**config.mk**
```make
export PLATFORM = sky130hd
export DESIGN_NAME = asram_ctrl
export DESIGN_NICKNAME = d
export VERILOG_FILES = /design/src/rtl/asram_pkg.sv /design/src/rtl/asram_cnt.sv /design/src/rtl/asram_fsm.sv /design/src/rtl/asram_pinreg.sv /design/src/rtl/asram_ctrl.sv
export SDC_FILE = /design/constraint.sdc
export NUM_CORES = 1
export LEC_CHECK = 0
export BUFFER_PORTS_ARGS = -buffer_cell sky130_fd_sc_hd__buf_2
export CAP_MARGIN = 40
export CORE_MARGIN = 1
export CORE_UTILIZATION = 35
export CTS_BUF_LIST = sky130_fd_sc_hd__clkbuf_4 sky130_fd_sc_hd__clkbuf_8
export DETAILED_ROUTE_END_ITERATION = 8
export PLACE_DENSITY_LB_ADDON = 0.08
export SETUP_SLACK_MARGIN = 0.15
export SLEW_MARGIN = 20
export SYNTH_ARGS = -nofsm -noshare
export SYNTH_HDL_FRONTEND = slang
export SYNTH_SLANG_ARGS = --single-unit
```
**constraint.sdc**
```tcl
create_clock -name clk -period 2.7 [get_ports clk]
set_clock_uncertainty 0.2 [all_clocks]
set_input_delay 0.135 -clock clk [delete_from_list [all_inputs] [get_ports clk]]
set_output_delay 0.135 -clock clk [all_outputs]
set_load 0.005 [all_outputs]
```
**src/rtl/asram_pkg.sv**
```systemverilog
`timescale 1ns/1ps
package asram_pkg;

  typedef enum logic [2:0] {
    PH_IDLE,
    PH_SETUP,
    PH_STROBE,
    PH_HOLD,
    PH_TURN
  } phase_e;

  // Active-high internal view of the memory control pins
  typedef struct packed {
    logic sel;
    logic oe;
    logic we;
    logic drive;
  } pin_ctl_t;

  function automatic int ns_to_cyc(input int ns, input int period_ns);
    return (ns + period_ns - 1) / period_ns;
  endfunction

  function automatic int max2(input int a, input int b);
    return (a > b) ? a : b;
  endfunction

endpackage

```
**src/rtl/asram_cnt.sv**
```systemverilog
`timescale 1ns/1ps
module asram_cnt #(
  parameter int CNT_W = 4
) (
  input  logic             clk,
  input  logic             rst_n,
  input  logic             load,
  input  logic [CNT_W-1:0] load_val,
  output logic             zero
);

  logic [CNT_W-1:0] cnt_q;

  always_ff @(posedge clk or negedge rst_n) begin
    if (!rst_n)              cnt_q <= '0;
    else if (load)           cnt_q <= load_val;
    else if (cnt_q != '0)    cnt_q <= cnt_q - 1'b1;
  end

  assign zero = (cnt_q == '0);

endmodule

```
**src/rtl/asram_fsm.sv**
```systemverilog
`timescale 1ns/1ps
module asram_fsm
  import asram_pkg::*;
#(
  parameter int CNT_W   = 4,
  parameter int RD_STB  = 10,
  parameter int WR_STB  = 8,
  parameter int RD_TURN = 4,
  parameter int WR_TURN = 1
) (
  input  logic             clk,
  input  logic             rst_n,
  input  logic             req_fire,
  input  logic             req_write,
  input  logic             cnt_zero,
  output logic             cnt_load,
  output logic [CNT_W-1:0] cnt_val,
  output logic             idle,
  output pin_ctl_t         ctl_nxt,
  output logic             capture,
  output logic             done
);

  phase_e state_q, state_d;
  logic   wr_q, wr_d;
  logic   busy_d;

  always_ff @(posedge clk or negedge rst_n) begin
    if (!rst_n) begin
      state_q <= PH_IDLE;
      wr_q    <= 1'b0;
    end else begin
      state_q <= state_d;
      wr_q    <= wr_d;
    end
  end

  always_comb begin
    state_d  = state_q;
    wr_d     = wr_q;
    cnt_load = 1'b0;
    cnt_val  = '0;
    capture  = 1'b0;
    done     = 1'b0;
    case (state_q)
      PH_IDLE: begin
        if (req_fire) begin
          state_d  = PH_SETUP;
          wr_d     = req_write;
          cnt_load = 1'b1;
        end
      end
      PH_SETUP: begin
        if (cnt_zero) begin
          state_d  = PH_STROBE;
          cnt_load = 1'b1;
          cnt_val  = wr_q ? CNT_W'(WR_STB - 1) : CNT_W'(RD_STB - 1);
        end
      end
      PH_STROBE: begin
        if (cnt_zero) begin
          if (wr_q) begin
            state_d  = PH_HOLD;
            cnt_load = 1'b1;
          end else begin
            capture = 1'b1;
            done    = 1'b1;
            if (RD_TURN > 0) begin
              state_d  = PH_TURN;
              cnt_load = 1'b1;
              cnt_val  = CNT_W'(RD_TURN - 1);
            end else begin
              state_d = PH_IDLE;
            end
          end
        end
      end
      PH_HOLD: begin
        if (cnt_zero) begin
          done = 1'b1;
          if (WR_TURN > 0) begin
            state_d  = PH_TURN;
            cnt_load = 1'b1;
            cnt_val  = CNT_W'(WR_TURN - 1);
          end else begin
            state_d = PH_IDLE;
          end
        end
      end
      PH_TURN: begin
        if (cnt_zero) state_d = PH_IDLE;
      end
      default: state_d = PH_IDLE;
    endcase
  end

  // Pin controls follow the next phase so the pin registers line up with it
  assign busy_d        = (state_d == PH_SETUP) || (state_d == PH_STROBE) ||
                         (state_d == PH_HOLD);
  assign ctl_nxt.sel   = busy_d;
  assign ctl_nxt.oe    = (state_d == PH_STROBE) && !wr_d;
  assign ctl_nxt.we    = (state_d == PH_STROBE) && wr_d;
  assign ctl_nxt.drive = busy_d && wr_d;
  assign idle          = (state_q == PH_IDLE);

endmodule

```
**src/rtl/asram_pinreg.sv**
```systemverilog
`timescale 1ns/1ps
module asram_pinreg
  import asram_pkg::*;
#(
  parameter int ADDR_W = 17,
  parameter int DATA_W = 8
) (
  input  logic              clk,
  input  logic              rst_n,
  input  logic              latch,
  input  logic [ADDR_W-1:0] addr_in,
  input  logic [DATA_W-1:0] wdata_in,
  input  pin_ctl_t          ctl_nxt,
  input  logic              capture,
  input  logic              done,
  input  logic [DATA_W-1:0] dq_in,
  output logic [ADDR_W-1:0] mem_addr,
  output logic              mem_sel_n,
  output logic              mem_sel,
  output logic              mem_oe_n,
  output logic              mem_we_n,
  output logic [DATA_W-1:0] mem_dq_out,
  output logic              mem_dq_oe,
  output logic              rsp_valid,
  output logic [DATA_W-1:0] rsp_rdata
);

  always_ff @(posedge clk or negedge rst_n) begin
    if (!rst_n) begin
      mem_addr   <= '0;
      mem_dq_out <= '0;
    end else if (latch) begin
      mem_addr   <= addr_in;
      mem_dq_out <= wdata_in;
    end
  end

  always_ff @(posedge clk or negedge rst_n) begin
    if (!rst_n) begin
      mem_sel_n <= 1'b1;
      mem_sel   <= 1'b0;
      mem_oe_n  <= 1'b1;
      mem_we_n  <= 1'b1;
      mem_dq_oe <= 1'b0;
    end else begin
      mem_sel_n <= !ctl_nxt.sel;
      mem_sel   <= ctl_nxt.sel;
      mem_oe_n  <= !ctl_nxt.oe;
      mem_we_n  <= !ctl_nxt.we;
      mem_dq_oe <= ctl_nxt.drive;
    end
  end

  always_ff @(posedge clk or negedge rst_n) begin
    if (!rst_n) begin
      rsp_valid <= 1'b0;
      rsp_rdata <= '0;
    end else begin
      rsp_valid <= done;
      if (capture) rsp_rdata <= dq_in;
    end
  end

endmodule

```
**src/rtl/asram_ctrl.sv**
```systemverilog
`timescale 1ns/1ps
module asram_ctrl
  import asram_pkg::*;
#(
  parameter int ADDR_W        = 17,
  parameter int DATA_W        = 8,
  parameter int CLK_PERIOD_NS = 5,
  parameter bit SLOW_GRADE    = 1'b0
) (
  input  logic              clk,
  input  logic              rst_n,
  input  logic              req_valid,
  output logic              req_ready,
  input  logic              req_write,
  input  logic [ADDR_W-1:0] req_addr,
  input  logic [DATA_W-1:0] req_wdata,
  output logic              rsp_valid,
  output logic [DATA_W-1:0] rsp_rdata,
  output logic [ADDR_W-1:0] mem_addr,
  output logic              mem_sel_n,
  output logic              mem_sel,
  output logic              mem_oe_n,
  output logic              mem_we_n,
  output logic [DATA_W-1:0] mem_dq_out,
  output logic              mem_dq_oe,
  input  logic [DATA_W-1:0] mem_dq_in
);

  // Nanosecond minimums/maximums per speed grade
  localparam int NS_RC = SLOW_GRADE ? 70 : 55;
  localparam int NS_AA = SLOW_GRADE ? 70 : 55;
  localparam int NS_OE = SLOW_GRADE ? 35 : 25;
  localparam int NS_WC = SLOW_GRADE ? 70 : 55;
  localparam int NS_WP = SLOW_GRADE ? 50 : 40;
  localparam int NS_DW = SLOW_GRADE ? 30 : 25;
  localparam int NS_HZ = SLOW_GRADE ? 25 : 20;

  localparam int C_RC = ns_to_cyc(NS_RC, CLK_PERIOD_NS);
  localparam int C_AA = ns_to_cyc(NS_AA, CLK_PERIOD_NS);
  localparam int C_OE = ns_to_cyc(NS_OE, CLK_PERIOD_NS);
  localparam int C_WC = ns_to_cyc(NS_WC, CLK_PERIOD_NS);
  localparam int C_WP = ns_to_cyc(NS_WP, CLK_PERIOD_NS);
  localparam int C_DW = ns_to_cyc(NS_DW, CLK_PERIOD_NS);
  localparam int C_HZ = ns_to_cyc(NS_HZ, CLK_PERIOD_NS);

  // Setup phase is one cycle, so address time already has one cycle banked
  localparam int RD_STB  = max2(max2(C_AA - 1, C_OE), max2(C_RC - 1, 1));
  localparam int WR_STB  = max2(max2(C_WP, C_DW - 1), 1);
  localparam int RD_TURN = C_HZ;
  localparam int WR_TURN = max2(C_WC - WR_STB - 2, 0);
  localparam int MAX_CNT = max2(max2(RD_STB, WR_STB), max2(RD_TURN, WR_TURN));
  localparam int CNT_W   = $clog2(MAX_CNT + 1);

  logic             fire;
  logic             idle;
  logic             cnt_zero;
  logic             cnt_load;
  logic [CNT_W-1:0] cnt_val;
  pin_ctl_t         ctl_nxt;
  logic             capture;
  logic             done;

  assign req_ready = idle;
  assign fire      = req_valid && idle;

  asram_cnt #(.CNT_W(CNT_W)) u_cnt (
    .clk      (clk),
    .rst_n    (rst_n),
    .load     (cnt_load),
    .load_val (cnt_val),
    .zero     (cnt_zero)
  );

  asram_fsm #(
    .CNT_W   (CNT_W),
    .RD_STB  (RD_STB),
    .WR_STB  (WR_STB),
    .RD_TURN (RD_TURN),
    .WR_TURN (WR_TURN)
  ) u_fsm (
    .clk       (clk),
    .rst_n     (rst_n),
    .req_fire  (fire),
    .req_write (req_write),
    .cnt_zero  (cnt_zero),
    .cnt_load  (cnt_load),
    .cnt_val   (cnt_val),
    .idle      (idle),
    .ctl_nxt   (ctl_nxt),
    .capture   (capture),
    .done      (done)
  );

  asram_pinreg #(.ADDR_W(ADDR_W), .DATA_W(DATA_W)) u_pins (
    .clk        (clk),
    .rst_n      (rst_n),
    .latch      (fire),
    .addr_in    (req_addr),
    .wdata_in   (req_wdata),
    .ctl_nxt    (ctl_nxt),
    .capture    (capture),
    .done       (done),
    .dq_in      (mem_dq_in),
    .mem_addr   (mem_addr),
    .mem_sel_n  (mem_sel_n),
    .mem_sel    (mem_sel),
    .mem_oe_n   (mem_oe_n),
    .mem_we_n   (mem_we_n),
    .mem_dq_out (mem_dq_out),
    .mem_dq_oe  (mem_dq_oe),
    .rsp_valid  (rsp_valid),
    .rsp_rdata  (rsp_rdata)
  );

endmodule

```
==> results of run 1 <==
-- worst register-to-register path, delay by kind of cell, from the launching register on --
kind	cells	cell delay, ns
simple gates	3	0.72
fa+ha+maj	1	0.21
mux	1	0.36
flops	1	0.40
buf+inv	2	0.30
-- per-layer routing --
layer / wire [um] / global-route usage, % / share of wire, % / vias to the layer above
li1: - / - / - / 731
met1: 1720 / 17.5 / 40 / 720
met2: 2350 / 29.2 / 55 / 35
met3: 178 / 4.31 / 4.1 / 7
met4: 59 / 5.38 / 1.4 / 0
met5: 0 / 0 / 0 / -
-- cell families (layout without fill, tap and decap cells) --
group	Yosys count	after routing	share of synthesized area [%]
DFF	47	47	60.8
and+or+nand+nor	25	25	8.58
AOI/OAI and AO/OA	19	19	6.45
muxes	34	34	19.7
xor gates and xnor gates	1	1	0.452
buffers and inverters	16	131	3.35
adders and majority gates	1	1	0.645
-- power breakdown --
part | internal (mW) | switching (mW) | leakage, nW
clock network | 0.233 | 0.221 | 0.0505
logic | 0.649 | 0.467 | 0.725
registers | 1.05 | 0.232 | 0.555
-- cell type report --
class                      count  area (um^2)
clock buffer                   7         96.3
sequential                    47         1180
clock inverter                 1         7.51
multi-input combinational     80          694
inverter                       8         30.0
timing repair buffer         115          783
fill                         460         2360
tap                           70         87.6
-- worst paths after layout --
kind                                 from             endpoint  depth (start not counted)
max                        u_cnt.cnt_q[0]  u_pins.rsp_rdata[1]                          7
min                                 rst_n       u_cnt.cnt_q[0]                          2
max reg2reg                u_cnt.cnt_q[0]  u_pins.rsp_rdata[1]                          7
min reg2reg                u_cnt.cnt_q[0]       u_cnt.cnt_q[0]                          1
max in group asynchronous           rst_n      u_pins.mem_we_n                          3
min in group clk           u_cnt.cnt_q[0]       u_cnt.cnt_q[0]                          1
-- placed cells by master (no fill, tap or decap), types with 4 or more instances in the layout --
| master | instances |
|---|---|
| sky130_fd_sc_hd__clkbuf_8 | 7 |
| sky130_fd_sc_hd__nand2_1 | 4 |
| sky130_fd_sc_hd__nor2_1 | 6 |
| sky130_fd_sc_hd__dlygate4sd3_1 | 36 |
| sky130_fd_sc_hd__dfrtp_1 | 44 |
| sky130_fd_sc_hd__inv_1 | 8 |
| sky130_fd_sc_hd__a21oi_1 | 7 |
| sky130_fd_sc_hd__buf_2 | 76 |
| sky130_fd_sc_hd__mux2_2 | 33 |
-- timing repair --
item / CTS / global route
hold buffers: 36 / 0
setup buffers: 0 / 1
hold endpoints to repair: 61 / 0
endpoints found under the setup margin: 0 / 3
-- state kept, by name, summed over array words and instances (netlist names) --
| register | cells |
|---|---|
| u_pins.mem_addr | 17 |
| u_pins.mem_dq_out | 8 |
| u_pins.rsp_rdata | 8 |
| u_cnt.cnt_q | 4 |
| u_fsm.state_q | 3 |
| u_fsm.wr_q | 1 |
| u_pins.mem_dq_oe | 1 |
| u_pins.mem_oe_n | 1 |
| u_pins.mem_sel | 1 |
| u_pins.mem_sel_n | 1 |
| u_pins.mem_we_n | 1 |
| u_pins.rsp_valid | 1 |
-- stage by stage --
step	setup slack, ns	instance area, um^2
2_1_floorplan	0.573	1940
3_3_place_gp	0.401	2380
3_5_place_dp	0.270	2410
4_1_cts	0.264	2870
5_1_grt	0.296	2880
6_report	0.386	2880
==> summary.txt, run 1 <==
Status
  – Run status: completed

Flow run
  – Maximum Capacitance Violations: 0

Worst setup path
  – Cell class contributing the biggest share of worst-path delay: simple AND/OR/NAND/NOR gates
  – Worst-path cell chain: inv_1 > ha_1 > nor3b_4 > nand2_4 > nor4b_4 > buf_4 > mux2_2
  – Worst endpoint required time: ~2.7 ns
  – Maximum fanout along the worst path: 8
  – Arrival time of the worst setup path: 2.29 ns
  – Cell with the largest stage delay on the worst path: sky130_fd_sc_hd__dfrtp_1
  – WP buf/inv: 2
  – Type of the worst setup path: reg -> reg
  – Worst-case register-to-register setup slack: about 0.39 ns
  – CP Launch Type: register
  – Critical path capture point type: register
  – Largest stage delay on the critical path: 0.40 ns

Placed design
  – DPL Wire Length: 2.97 mm
  – Total of buffers placed on input and output ports: 76
  – Placed cell count: 283
  – Global placer's final weighted congestion: 0.774

Route
  – Violation count after the first detailed-routing iteration: 25
  – Remaining antenna violation count after routing: 0
  – Iteration count of the initial detailed-routing pass: 3
  – Via count: 1493
  – Average vias per placed instance: approximately 4.6
  – Number of remaining DRC errors: 0
  – Total wire length: 4.31 mm
  – Average wire per cell in the routed design: 13.1 um

Final layout
  – Layout overhead on the synthesized area: 48.5%
  – NumNets Final: between 200 and 300
  – Number of diodes: 0
  – Layout cell share with drive strength beyond 1: 50.0%
  – Finished Layout Cells: about 330
  – Core occupancy in the finished layout: a little over half

Clocking
  – CTS tree: yes
  – Total CTS buffers: 5
  – Clock network latency to the later pin of the worst-skew pair: a little under 0.3 ns
  – Clk sinks: 47
  – CTS H-Tree Depth: 2
  – Worst-case clock buffer depth: 2
  – Clock slew at reported path FFs: 0.08 ns
  – CTS-repair resized insts: 0
  – Cell at the root of the clock tree: sky130_fd_sc_hd__clkbuf_8

Synthesis
  – Asr flop ratio synth: 100%
  – Yosys synthesis warning count: 0
  – Share of Yosys cell area claimed by the top area cell type: between 50% and 60%
  – Flip-flop and latch count after synthesis: between 40 and 50
  – Count of flip-flops with a built-in enable after synthesis: 0
  – Most common cell in the synthesized netlist: sky130_fd_sc_hd__dfrtp_1
  – Post-synthesis instance total: approximately 140
  – Count of unique library cells instantiated by Yosys: 31
  – Seq/Total Area, Yosys: 60.8%
  – Cell types with the highest counts after synthesis: sky130_fd_sc_hd__dfrtp_1 (44), sky130_fd_sc_hd__mux2_2 (33), sky130_fd_sc_hd__inv_1 (8)
  – Main area contributors after synthesis: sky130_fd_sc_hd__dfrtp_1 (57%), sky130_fd_sc_hd__mux2_2 (19%), sky130_fd_sc_hd__dfstp_2 (4.1%), sky130_fd_sc_hd__a21oi_1 (1.8%), sky130_fd_sc_hd__inv_1 (1.5%)
  – Dominant cell type by area after synthesis: sky130_fd_sc_hd__dfrtp_1
  – Number of nets produced by synthesis: 181
  – Post-Synthesis Cell Area: 1940 um^2
  – Avg Inst Size Synth: 13.6 um^2
  – Ys flop type: sky130_fd_sc_hd__dfrtp_1

STA
  – RSZ-0062 raised after global routing: no
  – Number of slew-limit violations in the final report: 0
  – Smallest hold slack: 0.165 ns
  – Final min period: around 2.3 ns
  – Maximum clock frequency: approximately 0.43 GHz
  – Setup Viol. Count Final: 0
  – Sum Neg Setup Slack: 0 ns
  – Tightest Pin Transition: 0.574 ns
  – Final Cycle Share: 85.7%
  – Hold Fails Final Rpt: 0
  – Max-slew headroom at the worst pin: between 60% and 70%

Pwr
  – Areal power density over the cells: between 900 and 1000 nW/um^2
  – Total power after layout: ~2.9 mW
  – Worst voltage drop across the vdd grid: around 0.43 mV
  – Leakage power total: 1.33 nW

Floorplanning
  – Rows: 26
  – Number of placed I/O pins: 77
  – Floorplan die area: 5840 um^2
  – Die outline height: around 76 um
  – Die X: 76.4 um
  – Initial Util: 37.0%
  – Placeable core region: about 5200 um^2

Global route
  – Maximum number of pins on one net before global-route repair: 30
  – Antenna violations before repair: 0
  – First-pass GRT wire length: 7.30 mm
  – Number of global-route vias before repair: about 1600
  – GRT overflow: 0
  – Global-route total usage across every layer: 15.9%

Hold path
  – Class of the most critical hold timing path: in -> async
(Power assumes the default switching activity.)
==> run 2: changes to the inputs <==
--- a/config.mk
+++ b/config.mk
@@ -11,7 +11,7 @@
 export CORE_UTILIZATION = 35
 export CTS_BUF_LIST = sky130_fd_sc_hd__clkbuf_4 sky130_fd_sc_hd__clkbuf_8
 export DETAILED_ROUTE_END_ITERATION = 8
-export PLACE_DENSITY_LB_ADDON = 0.08
+export PLACE_DENSITY_LB_ADDON = 0.1
 export SETUP_SLACK_MARGIN = 0.15
 export SLEW_MARGIN = 20
 export SYNTH_ARGS = -nofsm -noshare
==> run 2 against run 1 <==
Compared with the run above: worst hold slack got worse by 0.13 ns; non-clock buffer count decreased by 1; largest cell class unchanged; sequential share of layout area stayed put; total power rose by 2.9%; sequential power about the same; combinational power about the same; register-to-register slack got worse by 0.04 ns.
==> summary.txt, run 2 (synthesis gave the netlist of run 1 again) <==
Placed design
  – Global placer's final weighted congestion: approximately 0.77
  – Placement Setup Slack: 0.355 ns
  – DPL Wire Length: 3.12 mm
  – Placed cell count: 284
  – Total of buffers placed on input and output ports: 76

Final layout
  – Layout cell share with drive strength beyond 1: between 50% and 60%
  – Most frequent cells in the layout: sky130_fd_sc_hd__buf_2 (76), sky130_fd_sc_hd__dfrtp_1 (44), sky130_fd_sc_hd__dlygate4sd3_1 (35)
  – Max FFs per register: 17
  – Registers with the highest flip-flop counts: u_pins.mem_addr (17), u_pins.mem_dq_out (8), u_pins.rsp_rdata (8)
  – Filler instances: approximately 450
  – Finished Layout Cells: 327
  – Layout overhead on the synthesized area: 48.5%
  – Register ranked first by flip-flop count: u_pins.mem_addr
  – Leading cell type in the layout, fill and taps excluded: sky130_fd_sc_hd__buf_2
  – Number of diodes: 0
  – Core occupancy in the finished layout: 55.0%
  – NumNets Final: 294

Pwr
  – Worst voltage drop across the vdd grid: ~0.5 mV
  – Total power after layout: 2.94 mW
  – Areal power density over the cells: approximately 1000 nW/um^2
  – Leakage power total: 1.34 nW

Floorplanning
  – Rows: 26
  – Placeable core region: 5240 um^2
  – Floorplan die area: 5840 um^2
  – Die outline height: 76.4 um
  – Die X: 76.4 um
  – Initial Util: 37.0%
  – Number of placed I/O pins: 77

STA
  – Sum Neg Setup Slack: 0 ns
  – Tightest Pin Transition: 0.555 ns
  – Maximum clock frequency: 0.424 GHz
  – Setup Viol. Count Final: 0
  – Max-slew headroom at the worst pin: 63.0%
  – RSZ-0062 raised after global routing: no
  – Worst path setup slack after routing: approximately 0.34 ns
  – Final Cycle Share: ~87%
  – Final min period: around 2.4 ns
  – Number of slew-limit violations in the final report: 0
  – Hold Fails Final Rpt: 0

Worst setup path
  – Type of the worst setup path: reg -> reg
  – Number of cells on the worst reg-to-reg path: 6
  – Capture instance of the worst register-to-register path: u_pins.rsp_rdata[7]
  – Worst endpoint required time: approximately 2.7 ns
  – Worst-case register-to-register setup slack: 0.34 ns
  – Worst r2r src: u_cnt.cnt_q[0]
  – CP endpoint: u_pins.rsp_rdata[7]
  – Cell class contributing the biggest share of worst-path delay: simple AND/OR/NAND/NOR gates
  – Cell with the largest stage delay on the worst path: sky130_fd_sc_hd__nor4b_4
  – Start point of the critical path: u_cnt.cnt_q[0]
  – Arrival time of the worst setup path: 2.33 ns
  – WP buf/inv: 1
  – Worst-path cell chain: inv_1 > ha_1 > nor3b_4 > nand2_4 > nor4b_4 > mux2_2
  – Number of cells on the critical path: 6
  – Critical path capture point type: register
  – CP Launch Type: register
  – Maximum fanout along the worst path: 8
  – Largest stage delay on the critical path: 0.49 ns

Route
  – Average vias per placed instance: 4.68
  – Average wire per cell in the routed design: between 10 and 15 um
  – Violation count after the first detailed-routing iteration: 62
  – Iteration count of the initial detailed-routing pass: 4
  – Total wire length: between 4 and 5 mm
  – Number of remaining DRC errors: 0
  – Met3 layer wire length in the routed design: just under 200 um
  – Highest routing layer actually used: met4
  – Met1 layer wirelength in the final routing: 1.82 mm
  – Met2 Wirelength: 2.42 mm
  – Via count: 1530
  – Remaining antenna violation count after routing: 0

Global route
  – First-pass GRT wire length: 7.61 mm
  – Number of global-route vias before repair: 1597
  – Global-route total usage across every layer: between 10% and 20%
  – Maximum number of pins on one net before global-route repair: 26
  – GRT overflow: 0
  – Antenna violations before repair: 0

Status
  – Run status: completed

Flow run
  – Maximum Capacitance Violations: 0

Clocking
  – CTS H-Tree Depth: 2
  – Worst-case clock buffer depth: 2
  – Total CTS buffers: 5
  – Clk sinks: 47
  – Clock network latency to the later pin of the worst-skew pair: 0.29 ns
  – CTS-repair resized insts: 0
  – Clock slew at reported path FFs: approximately 0.080 ns
  – Cell at the root of the clock tree: sky130_fd_sc_hd__clkbuf_8
  – CTS tree: yes

Hold path
  – Class of the most critical hold timing path: in -> reg
-- run 2: changes by cell type in the layout (fill, tap and decap cells not counted) --
| cell | change |
|---|---|
| sky130_fd_sc_hd__bufinv_16 | +1 |
| sky130_fd_sc_hd__clkbuf_4 | +2 |
| sky130_fd_sc_hd__clkbuf_8 | -2 |
| sky130_fd_sc_hd__clkinvlp_4 | -1 |
| sky130_fd_sc_hd__dlygate4sd3_1 | -1 |
-- run 2: cell type report --
| type | instances | area, um^2 | area share (%) |
|---|---|---|---|
| multi-input cells | 80 | 694 | 24.1 |
| repair buffers | 114 | 773 | 26.9 |
| clock buffers | 7 | 83.8 | 2.91 |
| flip-flops and latches | 47 | 1180 | 41.0 |
| well taps | 70 | 87.6 | 3.04 |
| clock inverters | 1 | 30.0 | 1.04 |
| inverters | 8 | 30.0 | 1.04 |
-- run 2: power breakdown --
part	total, mW	internal, mW	switching (mW)
clock	0.516	0.297	0.219
combinational	1.13	0.652	0.476
sequential	1.29	1.05	0.241
-- run 2: what timing repair did --
action                                 in CTS  in global routing
endpoints found under the hold margin      59                  0
hold buffers                               35                  0
buffers inserted                            0                  0
-- run 2: metal layers --
layer | vias to the layer above | global-route usage, %
li1 | 719 | -
met1 | 740 | 20.1
met2 | 55 | 28.6
met3 | 16 | 3.83
met4 | 0 | 7.31
met5 | - | 0
-- run 2: worst min-delay path by stage --
| stage | startpoint | to | slack (ns) | cells after the start |
|---|---|---|---|---|
| 5_1_grt | req_valid | u_pins.mem_sel_n | 0.05 | 4 |
| 2_1_floorplan | rst_n | u_cnt.cnt_q[0] | -0.36 | 0 |
| 3_5_place_dp | rst_n | u_pins.mem_addr[4] | -0.04 | 1 |
| 6_report | req_valid | u_fsm.state_q[0] | 0.04 | 3 |
| 3_3_place_gp | rst_n | u_pins.mem_addr[4] | 0.15 | 1 |
| 4_1_cts | req_valid | u_fsm.state_q[0] | 0.02 | 3 |
-- run 2: worst reg2reg max path, delay by kind of cell, from the launching register on --
kind          cells  cell delay [ns]
simple gates      3             0.96
buf+inv           1             0.08
fa+ha+maj         1             0.21
mux               1             0.40
flops             1             0.40
-- run 2: per-stage QoR --
stage,hold slack (ns),area (um^2)
floorplan,-0.361,1940
global placement,0.150,2390
detailed placement,-0.0416,2410
CTS,0.0169,2880
global route,0.0528,2880
finish,0.0370,2880
